<file path="src/rtl/mbxIrqPkg.sv">
package mbxIrqPkg;
  localparam int ADDR_W    = 12;
  localparam int MAX_LINES = 16;

  localparam logic [ADDR_W-1:0] ADDR_EN_BASE = 12'h100;
  localparam logic [ADDR_W-1:0] ADDR_VECTOR  = 12'h300;
  localparam logic [ADDR_W-1:0] ADDR_STATUS  = 12'h304;
  localparam logic [ADDR_W-1:0] ADDR_CAPS    = 12'h380;

  // Strobes from the decoder to the register datapath.
  typedef struct packed {
    logic [MAX_LINES-1:0] lineWr;
    logic [MAX_LINES-1:0] lineRd;
    logic                 rdStatus;
    logic                 rdVector;
    logic                 rdCap;
    logic                 rdAny;
  } regStrobe_t;
endpackage

</file>
<file path="src/rtl/mbxIrqCtrl.sv">
module mbxIrqCtrl
  import mbxIrqPkg::*;
#(
  parameter int NUM_LINES = 4
) (
  input  logic              clk,
  input  logic              rst,
  input  logic              regWrEn,
  input  logic              regRdEn,
  input  logic [ADDR_W-1:0] regAddr,
  output regStrobe_t        strb
);
  localparam logic [ADDR_W-1:0] EN_END = ADDR_W'(int'(ADDR_EN_BASE) + 4 * NUM_LINES);

  logic              enHit;
  logic [ADDR_W-1:0] lineIdx;

  assign enHit   = (regAddr >= ADDR_EN_BASE) && (regAddr < EN_END) && (regAddr[1:0] == 2'b00);
  assign lineIdx = (regAddr - ADDR_EN_BASE) >> 2;

  for (genvar g = 0; g < MAX_LINES; g++) begin : gLineDec
    if (g < NUM_LINES) begin : gLive
      assign strb.lineWr[g] = regWrEn && enHit && (lineIdx == ADDR_W'(g));
      assign strb.lineRd[g] = regRdEn && enHit && (lineIdx == ADDR_W'(g));
    end else begin : gDead
      assign strb.lineWr[g] = 1'b0;
      assign strb.lineRd[g] = 1'b0;
    end
  end

  assign strb.rdStatus = regRdEn && (regAddr == ADDR_STATUS);
  assign strb.rdVector = regRdEn && (regAddr == ADDR_VECTOR);
  assign strb.rdCap    = regRdEn && (regAddr == ADDR_CAPS);
  assign strb.rdAny    = regRdEn;

  // at most one read source is selected at a time
  p_one_read_r8: assert property (@(posedge clk) disable iff (rst)
    $onehot0({strb.lineRd, strb.rdStatus, strb.rdVector, strb.rdCap}));

  // at most one enable register is written at a time
  p_one_write_r9: assert property (@(posedge clk) disable iff (rst)
    $onehot0(strb.lineWr));

  // no register write strobe without a write request
  p_no_stray_wr_r7: assert property (@(posedge clk) disable iff (rst)
    !regWrEn |-> (strb.lineWr == '0));
endmodule

</file>
<file path="src/rtl/mbxIrqDatapath.sv">
module mbxIrqDatapath
  import mbxIrqPkg::*;
#(
  parameter int          NUM_MBOX  = 8,
  parameter int          NUM_LINES = 4,
  parameter logic [31:0] CAP_WORD  = '0
) (
  input  logic                 clk,
  input  logic                 rst,
  input  logic [NUM_MBOX-1:0]  mbxFull,
  input  logic [NUM_MBOX-1:0]  mbxEmpty,
  input  logic [31:0]          regWrData,
  input  regStrobe_t           strb,
  output logic [NUM_LINES-1:0] irqOut,
  output logic [31:0]          regRdData
);
  localparam int HALF_W = 8;
  localparam int STAT_W = 2 * HALF_W;

  logic [STAT_W-1:0] statusWord;
  logic [STAT_W-1:0] enMask [NUM_LINES];
  logic [31:0]       rdNext;

  always_comb begin
    statusWord = '0;
    for (int i = 0; i < NUM_MBOX; i++) begin
      statusWord[i]          = mbxEmpty[i];
      statusWord[HALF_W + i] = mbxFull[i];
    end
  end

  for (genvar x = 0; x < NUM_LINES; x++) begin : gLine
    always_ff @(posedge clk) begin
      if (rst) begin
        enMask[x] <= '0;
        irqOut[x] <= 1'b0;
      end else begin
        if (strb.lineWr[x]) enMask[x] <= regWrData[STAT_W-1:0];
        irqOut[x] <= |(statusWord & enMask[x]);
      end
    end

    // an enabled condition raises the line on the next cycle
    p_irq_rise_r4: assert property (@(posedge clk) disable iff (rst)
      (|(statusWord & enMask[x])) |=> irqOut[x]);

    // with no enabled condition the line is low on the next cycle
    p_irq_quiet_r4: assert property (@(posedge clk) disable iff (rst)
      !(|(statusWord & enMask[x])) |=> !irqOut[x]);

    // masks and outputs start cleared after reset
    p_reset_clear_r1: assert property (@(posedge clk) disable iff (rst)
      $past(rst) |-> (enMask[x] == '0 && !irqOut[x]));
  end

  always_comb begin
    rdNext = '0;
    for (int x = 0; x < NUM_LINES; x++)
      if (strb.lineRd[x]) rdNext = rdNext | 32'(enMask[x]);
    if (strb.rdStatus) rdNext = rdNext | 32'(statusWord);
    if (strb.rdVector) rdNext = rdNext | 32'(irqOut);
    if (strb.rdCap)    rdNext = rdNext | CAP_WORD;
  end

  always_ff @(posedge clk) begin
    if (rst)            regRdData <= '0;
    else if (strb.rdAny) regRdData <= rdNext;
  end

  // status reads carry nothing above bit 15
  p_status_upper_r2: assert property (@(posedge clk) disable iff (rst)
    $past(strb.rdStatus) |-> (regRdData[31:STAT_W] == '0));

  // capability reads return the build-time word
  p_cap_word_r5: assert property (@(posedge clk) disable iff (rst)
    $past(strb.rdCap) |-> (regRdData == CAP_WORD));
endmodule

</file>
<file path="src/rtl/mbxIrqAggregator.sv">
module mbxIrqAggregator
  import mbxIrqPkg::*;
#(
  parameter int NUM_MBOX  = 8,
  parameter int NUM_SSEM  = 2,
  parameter int NUM_ASEM  = 1,
  parameter int NUM_DBELL = 3,
  parameter int NUM_LINES = 4
) (
  input  logic                 clk,
  input  logic                 rst,
  input  logic [NUM_MBOX-1:0]  mbxFull,
  input  logic [NUM_MBOX-1:0]  mbxEmpty,
  input  logic                 regWrEn,
  input  logic                 regRdEn,
  input  logic [11:0]          regAddr,
  input  logic [31:0]          regWrData,
  output logic [31:0]          regRdData,
  output logic [NUM_LINES-1:0] irqOut
);
  localparam logic [31:0] CAP_WORD = {11'b0, 5'(NUM_LINES), 4'(NUM_DBELL),
                                      4'(NUM_ASEM), 4'(NUM_SSEM), 4'(NUM_MBOX)};

  regStrobe_t strb;

  mbxIrqCtrl #(.NUM_LINES(NUM_LINES)) uCtrl (
    .clk     (clk),
    .rst     (rst),
    .regWrEn (regWrEn),
    .regRdEn (regRdEn),
    .regAddr (regAddr),
    .strb    (strb)
  );

  mbxIrqDatapath #(
    .NUM_MBOX  (NUM_MBOX),
    .NUM_LINES (NUM_LINES),
    .CAP_WORD  (CAP_WORD)
  ) uData (
    .clk       (clk),
    .rst       (rst),
    .mbxFull   (mbxFull),
    .mbxEmpty  (mbxEmpty),
    .regWrData (regWrData),
    .strb      (strb),
    .irqOut    (irqOut),
    .regRdData (regRdData)
  );
endmodule

</file>
<file path="config.mk">
export PLATFORM = sky130hd
export DESIGN_NAME = mbxIrqAggregator
export DESIGN_NICKNAME = d
export VERILOG_FILES = /design/src/rtl/mbxIrqPkg.sv /design/src/rtl/mbxIrqCtrl.sv /design/src/rtl/mbxIrqDatapath.sv /design/src/rtl/mbxIrqAggregator.sv
export SDC_FILE = /design/constraint.sdc
export NUM_CORES = 1
export LEC_CHECK = 0
export ABC_AREA = 0
export BUFFER_PORTS_ARGS = -buffer_cell sky130_fd_sc_hd__buf_2
export CAP_MARGIN = 40
export CORE_MARGIN = 2
export CORE_UTILIZATION = 37
export CTS_CLUSTER_DIAMETER = 100
export DETAILED_ROUTE_END_ITERATION = 10
export PLACE_DENSITY = 0.69
export SLEW_MARGIN = 15
export SYNTH_ARGS = -nofsm -noshare
export SYNTH_HDL_FRONTEND = slang
export SYNTH_SLANG_ARGS = --single-unit
</file>
<file path="constraint.sdc">
create_clock -name clk -period 3.5 [get_ports clk]
set_input_delay 0.7 -clock clk [delete_from_list [all_inputs] [get_ports clk]]
set_output_delay 0.7 -clock clk [all_outputs]
set_load 0.01 [all_outputs]
</file>
==> impl_metrics.json <==
{
  "cts_buffers": 9,
  "synth.distinct_cells": 53,
  "whs_path_depth": 2,
  "postSynthAreaPerCell_um2": 11.8,
  "core_area_um2": 11900,
  "area_delta_synth_final_pct": 17.5,
  "grt_pass1_wl_um": 19700,
  "drtIter0Drc": 375,
  "yosys.area_share.simple": 0.191,
  "synthCells": 378,
  "maxSlewViolCount": 0,
  "timing.hold.ws_ns": 0.469,
  "cts_tree": "yes",
  "min_period_ns": 2.61,
  "numPortBuffers": 68,
  "hold_buffers": 0,
  "ios": 100,
  "r2r_end": "uData.regRdData[13]",
  "fin_util": 0.441,
  "cts_resized": 0,
  "drive_gt1_frac": 0.263,
  "rsz0062_at_grt": "no",
  "worstPathArrival_ns": 2.62,
  "nNetsFinal": 508,
  "antenna_left": 0,
  "start_kind": "input port",
  "period_share": 0.745,
  "dp_hpwl_um": 9420,
  "fin_ws_ns": 0.893,
  "synth.most_common_cell": "and2_1",
  "cts_setup_buffers": 0,
  "die_w_um": 114,
  "synth_top_family_by_area": "simple AND/OR/NAND/NOR gates",
  "ir_worst_vdd_v": 0.000292,
  "clk_path_buf_depth": 2,
  "wl_per_cell_um": 21.9,
  "dp_cells": 580,
  "crit_type": "input port to flip-flop",
  "clk_pin_slew_worst_paths_ns": 0.06,
  "place_congestion": 0.918,
  "synth_xor_area_frac": 0,
  "hold_path_startpoint": "uData.regRdData[18]",
  "r2r_cells": 4,
  "avgViaCountPerCell": 5.92,
  "grt_pass1_vias": 3394,
  "synth_flop_cell": "edfxtp_1",
  "crit_slowest_cell": "or4b_1",
  "final_cells": 596,
  "cts_root_buffer": "clkbuf_16",
  "p_leak_uw": 0.00198,
  "synth.top_cell.area_share": 0.430,
  "synthAdderAreaFrac": 0,
  "htreeDepth": 3,
  "synth_area_um2": 4470,
  "synth_edf_count": 64,
  "dr.pass1.iters": 5,
  "antenna_found_initial": 0,
  "p_per_area_nw_per_um2": 475,
  "drc": 0,
  "synth_area_leader_cell": "edfxtp_1",
  "via_count": 3526,
  "synth-seq-cells": 85,
  "die_h_um": 114,
  "yosys_warnings": 0,
  "crit_fanout": 16,
  "synthTopCellsByArea": "edfxtp_1 43%, dfxtp_1 9.4%, and2_1 9.2%",
  "synth_mux_area_frac": 0.0661,
  "die-area_um2": 13000,
  "nFillCells": 1092,
  "hold_violations": 0,
  "grt_max_degree": 43,
  "async_reset_ff_frac": 0,
  "seq_area_frac_synth": 0.524,
  "max-cap-violations": 0,
  "grt_util_all_layers": 0.203,
  "hold_path_class": "flip-flop to flip-flop",
  "globalRouteOverflowTotal": 0,
  "r2r_start": "uData.enMask[0][13]",
  "start_util": 0.375,
  "crit_path_end_kind": "flip-flop",
  "dp_worst_setup_slack_ns": 0.516,
  "diodes": 0,
  "cp.required_ns": 3.51,
  "min_to": "uData.regRdData[18]",
  "rrSetupSlack_ns": 1.58,
  "rows": 40,
  "worstSkewPairLatency_ns": 0.33,
  "synth_compound_gate_area_share": 0.163,
  "max_stage_delay_ns": 0.69,
  "path_cells": "buf_2 -> or4b_1 -> or3_4 -> o31ai_2 -> buf_4",
  "slew_headroom": 0.486,
  "routed_wirelength_um": 13000,
  "cts_sinks": 85,
  "status": "complete, no violations",
  "synthTopCellsByCount": "66 x and2_1, 64 x edfxtp_1, 21 x dfxtp_1",
  "finClkSkew_ns": 0.00800,
  "finalSetupViolCount": 0,
  "worst_pin_slew_ns": 0.764,
  "max_clock_freq_mhz": 384
}
==> placed cells by master, fill, tap and decap left out, drive strengths merged, types with 3 or more instances in the layout <==
cell and count:
a22o 12, o21ai 10, a32oi 5, a21oi 7
clkbuf 12, nor4b 3, and3 4, or3 3
o22ai 4, buf 79, a211oi 5, mux2 6
edfxtp 64, nand4 3, a311oi 6, conb 15
nand3 5, nor4 5, nand2b 7, nor2 13
nor3 5, a211o 3, nor2b 4, and2 66
nand2 8, mux4 3, dfxtp 21, a31oi 6
a22oi 10, mux2i 16, a221oi 15
==> worst max path at each step <==
stage / end / cells after the start / slack, ns / from
floorplan: uData.enMask[3][0] / 5 / -0.05 / regAddr[11]
global placement: uData.enMask[2][12] / 5 / 0.55 / regAddr[11]
detailed placement: uData.enMask[2][5] / 5 / 0.52 / regAddr[11]
CTS: uData.enMask[2][7] / 5 / 0.86 / regAddr[11]
global route: uData.enMask[2][7] / 5 / 0.78 / regAddr[11]
finish: uData.enMask[1][7] / 5 / 0.89 / regAddr[11]
==> kinds of logic after synthesis <==
| group | count (synthesis) |
|---|---|
| muxes | 25 |
| buffers and inverters | 40 |
| and+or+nand+nor | 133 |
| DFF | 85 |
| other | 1 |
| AOI/OAI and AO/OA | 94 |
==> layout make-up <==
cell class                      instances  area, µm²  share of cell area
Sequential cell                        85       2340               0.446
Multi-Input combinational cell        267       1940               0.369
Timing Repair Buffer                   79        423              0.0806
Clock buffer                           12        278              0.0529
Tap cell                              147        184              0.0350
Clock inverter                          4       76.3              0.0145
Inverter                                2       7.51             0.00143
==> report_power, final <==
group | total [µW] | switching, µW | leakage, µW | internal (µW)
logic | 235 | 146 | 0.00103 | 88.3
clock network | 1090 | 385 | 0.000170 | 709
registers | 1170 | 35.7 | 0.000780 | 1130
==> per-stage QoR <==
step	setup TNS [ns]	total power [µW]	cell area, µm²
finish	0	2490	5250
global route	0	2570	5250
CTS	0	2500	5250
detailed placement	0	1410	4890
global placement	0	1410	4890
floorplan	-2.28	1310	4520
==> registers in the layout (all words and copies together), names as in the netlist <==
signal           flops
uData.enMask        64
uData.regRdData     17
uData.irqOut         4
==> critical path, delay by kind of cell <==
family	cells	cell delay, ns
AO/OA/AOI/OAI	1	0.24
AND/OR/NAND/NOR	2	1.26
buffers and inverters	2	0.41
==> per-layer routing <==
metal  share of wire  wire length (µm)  global-route usage
met1            0.41              5400               0.256
met2            0.46              6060               0.340
met3           0.084              1090              0.0484
met4           0.036               474              0.0797
met5               0                 0                   0
(Power assumes the default switching activity.)
